[config.mk]
export PLATFORM = sky130hd
export DESIGN_NAME = fir_transposed
export DESIGN_NICKNAME = d
export VERILOG_FILES = /design/src/rtl/fir_pkg.sv /design/src/rtl/fir_rst_sync.sv /design/src/rtl/fir_product_stage.sv /design/src/rtl/fir_accum_stage.sv /design/src/rtl/fir_transposed.sv
export SDC_FILE = /design/constraint.sdc
export NUM_CORES = 1
export LEC_CHECK = 0
export BUFFER_PORTS_ARGS = -buffer_cell sky130_fd_sc_hd__buf_2
export CORE_ASPECT_RATIO = 2
export CORE_UTILIZATION = 56
export CTS_CLUSTER_DIAMETER = 200
export DETAILED_ROUTE_END_ITERATION = 16
export PLACE_DENSITY = 0.75
export SKIP_LAST_GASP = 1
export SYNTH_ARGS = -nofsm -noshare
export SYNTH_HDL_FRONTEND = slang
export SYNTH_SLANG_ARGS = --single-unit
export TNS_END_PERCENT = 10
[constraint.sdc]
create_clock -name clk -period 6.42 [get_ports clk]
set_clock_uncertainty 0.15 [all_clocks]
set_input_delay 1.284 -clock clk [delete_from_list [all_inputs] [get_ports clk]]
set_output_delay 1.284 -clock clk [all_outputs]
set_load 0.1 [all_outputs]
[src/rtl/fir_pkg.sv]
package fir_pkg;

  localparam int COEF_W   = 16;
  localparam int MAX_TAPS = 64;
  localparam int VEC_W    = COEF_W * MAX_TAPS;

  typedef enum logic [1:0] {
    STG_ADD,
    STG_SUB,
    STG_PASS
  } stage_op_e;

  // signed coefficient of tap i from the packed vector (tap 0 in the low bits)
  function automatic int coef_at(input logic [VEC_W-1:0] vec, input int i);
    logic signed [COEF_W-1:0] c;
    c = vec[i*COEF_W +: COEF_W];
    return int'(c);
  endfunction

  function automatic int abs_int(input int v);
    return (v < 0) ? -v : v;
  endfunction

  // sum of |c[j]| for j in [lo, n)
  function automatic int abs_sum(input logic [VEC_W-1:0] vec, input int lo, input int n);
    int s;
    s = 0;
    for (int j = lo; j < n; j++) s += abs_int(coef_at(vec, j));
    return s;
  endfunction

  function automatic int max_abs(input logic [VEC_W-1:0] vec, input int n);
    int m;
    m = 0;
    for (int j = 0; j < n; j++) if (abs_int(coef_at(vec, j)) > m) m = abs_int(coef_at(vec, j));
    return m;
  endfunction

  // number of bits needed to hold a non-negative value (0 -> 0)
  function automatic int bit_count(input int v);
    int n;
    int t;
    n = 0;
    t = v;
    for (int k = 0; k < 32; k++) begin
      if (t != 0) begin
        n++;
        t = t >> 1;
      end
    end
    return n;
  endfunction

endpackage

[src/rtl/fir_rst_sync.sv]
module fir_rst_sync (
  input  logic clk,
  input  logic rst_n,
  output logic rst_n_sync
);

  logic [1:0] sync_q;

  always_ff @(posedge clk or negedge rst_n) begin
    if (!rst_n) sync_q <= 2'b00;
    else        sync_q <= {sync_q[0], 1'b1};
  end

  assign rst_n_sync = sync_q[1];

endmodule

[src/rtl/fir_product_stage.sv]
module fir_product_stage
  import fir_pkg::*;
#(
  parameter int                DATA_W = 8,
  parameter int                NTAPS  = 5,
  parameter int                PROD_W = 12,
  parameter logic [VEC_W-1:0]  COEFS  = '0
) (
  input  logic                     clk,
  input  logic                     rst_n,
  input  logic                     en,
  input  logic signed [DATA_W-1:0] x,
  output logic signed [PROD_W-1:0] prod [NTAPS]
);

  logic signed [PROD_W-1:0] x_ext;
  assign x_ext = PROD_W'(x);

  for (genvar i = 0; i < NTAPS; i++) begin : g_tap
    localparam int MAG = abs_int(coef_at(COEFS, i));

    if (MAG == 0) begin : g_zero
      assign prod[i] = '0;
    end else begin : g_mul
      localparam logic signed [PROD_W-1:0] MAG_V = PROD_W'(MAG);
      logic signed [PROD_W-1:0] prod_d, prod_q;

      always_comb begin
        prod_d = prod_q;
        if (en) prod_d = x_ext * MAG_V;
      end

      always_ff @(posedge clk or negedge rst_n) begin
        if (!rst_n) prod_q <= '0;
        else        prod_q <= prod_d;
      end

      assign prod[i] = prod_q;
    end
  end

endmodule

[src/rtl/fir_accum_stage.sv]
module fir_accum_stage
  import fir_pkg::*;
#(
  parameter int        CHAIN_W = 14,
  parameter int        PROD_W  = 12,
  parameter int        STG_W   = 11,
  parameter stage_op_e OP      = STG_ADD
) (
  input  logic                      clk,
  input  logic                      rst_n,
  input  logic                      en,
  input  logic signed [PROD_W-1:0]  prod,
  input  logic signed [CHAIN_W-1:0] prev,
  output logic signed [CHAIN_W-1:0] sum_o
);

  logic signed [CHAIN_W-1:0] full;
  logic signed [STG_W-1:0]   acc_d, acc_q;

  if (OP == STG_ADD) begin : g_add
    assign full = prev + CHAIN_W'(prod);
  end else if (OP == STG_SUB) begin : g_sub
    assign full = prev - CHAIN_W'(prod);
  end else begin : g_pass
    logic prod_unused;
    assign prod_unused = ^prod;
    assign full = prev;
  end

  if (CHAIN_W > STG_W) begin : g_trim
    logic hi_unused;
    assign hi_unused = ^full[CHAIN_W-1:STG_W];
  end

  // limit to this stage's width, hold when not enabled
  always_comb begin
    acc_d = acc_q;
    if (en) acc_d = full[STG_W-1:0];
  end

  always_ff @(posedge clk or negedge rst_n) begin
    if (!rst_n) acc_q <= '0;
    else        acc_q <= acc_d;
  end

  assign sum_o = CHAIN_W'(acc_q);

endmodule

[src/rtl/fir_transposed.sv]
module fir_transposed
  import fir_pkg::*;
#(
  parameter int               DATA_W = 8,
  parameter int               NTAPS  = 5,
  parameter logic [VEC_W-1:0] COEFS  = {16'sd2, 16'sd7, 16'sd0, -16'sd5, 16'sd3},
  parameter bit               USE_CE = 1'b1
) (
  input  logic                     clk,
  input  logic                     rst_n,
  input  logic                     ce,
  input  logic signed [DATA_W-1:0] x,
  output logic signed [bit_count(abs_sum(COEFS, 0, NTAPS))+DATA_W:0] y
);

  localparam int OUT_W  = bit_count(abs_sum(COEFS, 0, NTAPS)) + DATA_W + 1;
  localparam int PROD_W = bit_count(max_abs(COEFS, NTAPS)) + DATA_W + 1;

  logic                     rst_n_sync;
  logic                     en;
  logic signed [PROD_W-1:0] prod  [NTAPS];
  logic signed [OUT_W-1:0]  chain [NTAPS+1];

  assign en = USE_CE ? ce : 1'b1;

  fir_rst_sync u_rst_sync (
    .clk        (clk),
    .rst_n      (rst_n),
    .rst_n_sync (rst_n_sync)
  );

  fir_product_stage #(
    .DATA_W (DATA_W),
    .NTAPS  (NTAPS),
    .PROD_W (PROD_W),
    .COEFS  (COEFS)
  ) u_prod (
    .clk   (clk),
    .rst_n (rst_n_sync),
    .en    (en),
    .x     (x),
    .prod  (prod)
  );

  assign chain[NTAPS] = '0;

  // chain runs from the highest tap toward tap 0
  for (genvar k = 0; k < NTAPS; k++) begin : g_stage
    localparam int        CK = coef_at(COEFS, k);
    localparam int        WK = bit_count(abs_sum(COEFS, k, NTAPS)) + DATA_W + 1;
    localparam stage_op_e OK = (CK == 0) ? STG_PASS : ((CK < 0) ? STG_SUB : STG_ADD);

    fir_accum_stage #(
      .CHAIN_W (OUT_W),
      .PROD_W  (PROD_W),
      .STG_W   (WK),
      .OP      (OK)
    ) u_acc (
      .clk   (clk),
      .rst_n (rst_n_sync),
      .en    (en),
      .prod  (prod[k]),
      .prev  (chain[k+1]),
      .sum_o (chain[k])
    );
  end

  assign y = chain[0];

endmodule

After elaboration in Yosys (flattened, before gate mapping)
Cells that the tools add are included.
{"block": "classes", "n_mul": 3, "add_sub_neg": 3}
{"operator": "$mul 8x4->12 const B", "n": 2}
{"operator": "$add 13x11->14", "n": 1}
{"operator": "$add 9x12->13", "n": 1}
{"operator": "$sub 13x12->13", "n": 1}
{"operator": "$mul 8x3->11 const B", "n": 1}
{"block": "totals", "reg_bits": 106, "input_bits": 11, "out_inout_bits": 14}

Logic depth before layout (Yosys ltp)
{"block": "logic_depth", "word_depth": 1, "ltp_mapped": 11}

Hierarchy
A second synthesis with hierarchy kept.
{"block": "hier_totals", "hier_cells": 764, "hier_area_um2": 7702.4}
{"mod": "fir_product_stage", "instances": 1, "seq_area_each_um2": 950.9, "area_each_um2": 2830.2, "cells_per_inst": 280}
{"mod": "fir_accum_stage at g_stage[3].u_acc", "instances": 1, "seq_area_each_um2": 325.3, "area_each_um2": 1126.1, "cells_per_inst": 117}
{"mod": "fir_accum_stage at g_stage[0].u_acc", "instances": 1, "seq_area_each_um2": 350.3, "area_each_um2": 1099.8, "cells_per_inst": 111}
{"mod": "fir_accum_stage at g_stage[1].u_acc", "instances": 1, "seq_area_each_um2": 325.3, "area_each_um2": 1092.3, "cells_per_inst": 126}
{"mod": "fir_accum_stage at g_stage[4].u_acc", "instances": 1, "seq_area_each_um2": 275.3, "area_each_um2": 968.4, "cells_per_inst": 98}
{"mod": "fir_accum_stage at g_stage[2].u_acc", "instances": 1, "seq_area_each_um2": 325.3, "area_each_um2": 528.0, "cells_per_inst": 28}
{"mod": "fir_rst_sync", "instances": 1, "seq_area_each_um2": 50.0, "area_each_um2": 53.8, "cells_per_inst": 3}
{"mod": "fir_transposed", "instances": 1, "seq_area_each_um2": 0.0, "area_each_um2": 3.8, "cells_per_inst": 1}

Worst setup path before layout
OpenSTA, ideal clock, no wires.
{"block": "synth_timing", "path_kind": "input-to-reg", "start": "in x[1]", "end": "reg u_prod.g_tap[3].g_mul.prod_q[10]", "arrival_ps": 3459, "required_time_ps": 6133, "path_slack_ps": 2674, "stages": 11, "cell_sequence": "ha_1 xor2_1 ha_1 or2_2 ha_1 nor2b_1 o21a_1 o21a_1 o41ai_2 xor2_1 a21oi_1"}
{"block": "synth_between", "elab_chain_len": 1}
{"element": "start: declaration", "line": "fir_transposed.sv:12", "text": "input logic signed [DATA_W-1:0] x,"}
{"element": "$mul 8x4->12", "line": "fir_product_stage.sv:30", "text": "if (en) prod_d = x_ext * MAG_V;"}
{"element": "end signal: assignment", "line": "fir_product_stage.sv:35", "text": "else prod_q <= prod_d;"}
{"element": "end: declaration", "line": "fir_product_stage.sv:26", "text": "logic signed [PROD_W-1:0] prod_d, prod_q;"}
Every way passes these cells.
A chain may end at the register's enable or synchronous reset.

Final worst setup path
{"block": "layout_timing", "start": "in x[2]", "end": "reg u_prod.g_tap[3].g_mul.prod_q[10]"}
Same word-level chain as after synthesis.

==> flow_summary.json <==
{
  "p_comb_share_pct": 55.1,
  "synth_cell_types": 62,
  "rr_worst_depth": 8,
  "critical-path-slowest-cell": "ha_1",
  "nets": 754,
  "finalSetupViolations": 0,
  "min_period_ps": 3760,
  "async_flop_share_pct": 100,
  "cp-end-kind": "register",
  "grt_pass1_vias": 4915,
  "cts_buffers": 9,
  "cts_resized": 0,
  "root_buffer": "clkbuf_16",
  "critPathKind": "input port to register",
  "coreArea_mm2": 0.0117,
  "synth.most_common_cell": "dfrtp_1",
  "final_cells": 809,
  "worst_pin_slew_ps": 748,
  "ys_top_cells_by_count": "100 x dfrtp_1, 74 x ha_1, 50 x mux2_2",
  "rsz0062_at_grt": "false",
  "grt_use_total_pct": 24.8,
  "num_vias": 4788,
  "die_x_um": 79.2,
  "synth_area_leader_cell": "dfrtp_1",
  "power_switching_uw": 1490,
  "portBuffers": 24,
  "worst_skew_pair.late_latency_ps": 350,
  "hold_path.class": "register to asynchronous set/reset pin",
  "grt_pass1_wl_um": 23200,
  "ys.flop_type": "dfrtp_1",
  "dpl.cell_count": 793,
  "die_height_um": 156,
  "maxSlewHeadroom_pct": 50.1,
  "ir_drop_uv": 281,
  "setup_tns_ps": 0,
  "antenna_found_initial": 0,
  "crit_path_cell_trace": "buf_2, ha_1, xor2_1, ha_1, or2_2, ha_1, nor2b_1, o21a_1, o21a_1, o41ai_2, xor2_1, a21oi_1",
  "post_cts_buffers": 0,
  "drc": 0,
  "dpl.hpwl_um": 10400,
  "overflow": 0,
  "grt_max_degree": 73,
  "antenna_cells": 0,
  "reg2reg_slack_ps": 3900,
  "ant_nets": 0,
  "yosysWarnings": 0,
  "cts_hold_buf": 0,
  "fin_hold_ws_ps": 191,
  "yosys.area.top_type_share_pct": 37.5,
  "start_kind": "input port",
  "yosysSeqAreaShare_pct": 37.5,
  "status": "completed",
  "ys_ff_latch": 100,
  "leakage_uw": 0.00334,
  "hold_violations": 0,
  "dr.pass1.iters": 4,
  "layout-drive-gt1-share_pct": 16.3,
  "cts_tree": "done",
  "cts.path.max_buffers": 2,
  "first_iter_violations": 311,
  "path_clk_slew_ps": 70,
  "clkPwrFrac_pct": 15.9,
  "area_growth_syn_to_layout_pct": 6.42,
  "report.final.slew_viol_count": 0,
  "synth_nets": 748,
  "swShare_pct": 44.9,
  "crit_required_ps": 6480,
  "r2r-start": "u_prod.g_tap[3].g_mul.prod_q[0]",
  "avgSynthCellArea_um2": 10.2,
  "max_stage_delay_ps": 340,
  "max_freq_mhz": 266,
  "power.density_mw_per_mm2": 468,
  "num_io_pins": 25,
  "crit_top_cell": "ha_1",
  "internal-power_uw": 1830,
  "netlist_instances": 653,
  "avgRoutedWirePerCell_um": 17.2,
  "fin_crit_sh_pct": 58.6,
  "viasPerCell": 5.92,
  "seqPwrFrac_pct": 29.1,
  "start_util_pct": 57.1,
  "htreeDepth": 3,
  "totalWireLength_um": 13900,
  "yosys-top-cells-area": "dfrtp_1 37%, ha_1 14%, mux2_2 8.4%, xnor2_1 3.8%, fa_1 3.0%",
  "worstPathMaxFanout": 6,
  "cap_violations": 0,
  "clock_sinks": 100,
  "dieArea_mm2": 0.0124,
  "num_rows": 56,
  "place.gp.congestion": 0.934,
  "arrival_ps": 3830,
  "rr_endpoint": "g_stage[1].u_acc.acc_q[12]",
  "syn-cell-area_mm2": 0.00668,
  "synth-edff-count": 0
}
==> layout by cell type, fill, tap and decap left out, drive strengths merged, types with 7 or more instances in the layout <==
| cell type | count |
|---|---|
| ha | 74 |
| a31o | 8 |
| inv | 53 |
| buf | 26 |
| xnor2 | 29 |
| dfrtp | 100 |
| mux2 | 51 |
| nor2b | 12 |
| a211oi | 8 |
| o21ai | 38 |
| clkbuf | 9 |
| o21a | 13 |
| a21oi | 35 |
| nor3 | 16 |
| nor2 | 42 |
| a21o | 25 |
| fa | 10 |
| nand2b | 7 |
| xor2 | 7 |
| nand2 | 32 |
==> worst max-delay path by stage <==
stage | start | endpoint | cells past startpoint
after global placement | x[1] | u_prod.g_tap[3].g_mul.prod_q[10] | 12
after detailed placement | x[1] | u_prod.g_tap[3].g_mul.prod_q[10] | 12
after global routing | x[1] | u_prod.g_tap[3].g_mul.prod_q[10] | 12
final | x[2] | u_prod.g_tap[3].g_mul.prod_q[10] | 12
after floorplan | x[1] | u_prod.g_tap[3].g_mul.prod_q[10] | 11
after CTS | x[1] | u_prod.g_tap[3].g_mul.prod_q[10] | 12
==> critical path, delay by kind of cell <==
family | cells | cell delay [ps]
adder cells (fa/ha/maj) | 3 | 850
buffers and inverters | 1 | 150
XOR/XNOR | 2 | 360
AND/OR/NAND/NOR | 2 | 440
AO/OA/AOI/OAI | 4 | 730
==> power by group through the flow <==
stage          Sequential [µW]  Combinational [µW]  Clock [µW]
6_report                   968                1830         527
2_1_floorplan              945                1560           0
3_5_place_dp               983                1810           0
3_3_place_gp               972                1750           0
4_1_cts                    970                1830         539
5_1_grt                    999                1990         565
==> layout make-up <==
| type | count | area [µm²] |
|---|---|---|
| fill | 975 | 4590 |
| multi-input combinational | 473 | 3820 |
| sequential | 100 | 2510 |
| clock buffer | 9 | 225 |
| inverter | 49 | 184 |
| tap | 145 | 181 |
| timing repair buffer | 26 | 138 |
| clock inverter | 7 | 57.6 |
==> layer usage <==
layer | global-route usage [%] | vias to the layer above | routed length (µm)
li1 | - | 2305 | -
met1 | 25.9 | 2371 | 5200
met2 | 46.5 | 81 | 7910
met3 | 3.85 | 31 | 256
met4 | 12.7 | 0 | 567
met5 | 0 | - | 0
==> registers in the layout (all words and copies together), names as in the netlist <==
name	count
u_prod.g_tap.g_mul.prod_q	38
g_stage.u_acc.sum_o	14
u_rst_sync.sync_q	2
g_stage.u_acc.acc_q	46
==> metrics by stage <==
step                utilization, %  setup WS [ps]  power, µW  instance area [µm²]
floorplan                        -           2670       2500                 6680
global placement              58.3           2430       2720                 6830
detailed placement            58.3           2310       2800                 6830
CTS                           60.8           2680       3340                 7110
global route                  60.8           2510       3560                 7110
finish                        60.8           2660       3330                 7110
==> kinds of logic after synthesis <==
kind of cell | after synthesis | synth area share (%)
AO/OA/AOI/OAI | 161 | 16.4
XOR/XNOR | 36 | 4.72
adder cells (fa/ha/maj) | 84 | 16.9
buffers and inverters | 80 | 5.39
flip-flops | 100 | 37.5
multiplexers | 54 | 9.10
other | 1 | 0.0561
AND/OR/NAND/NOR | 137 | 10.0
Note: power is estimated with default switching activity, not from simulation.
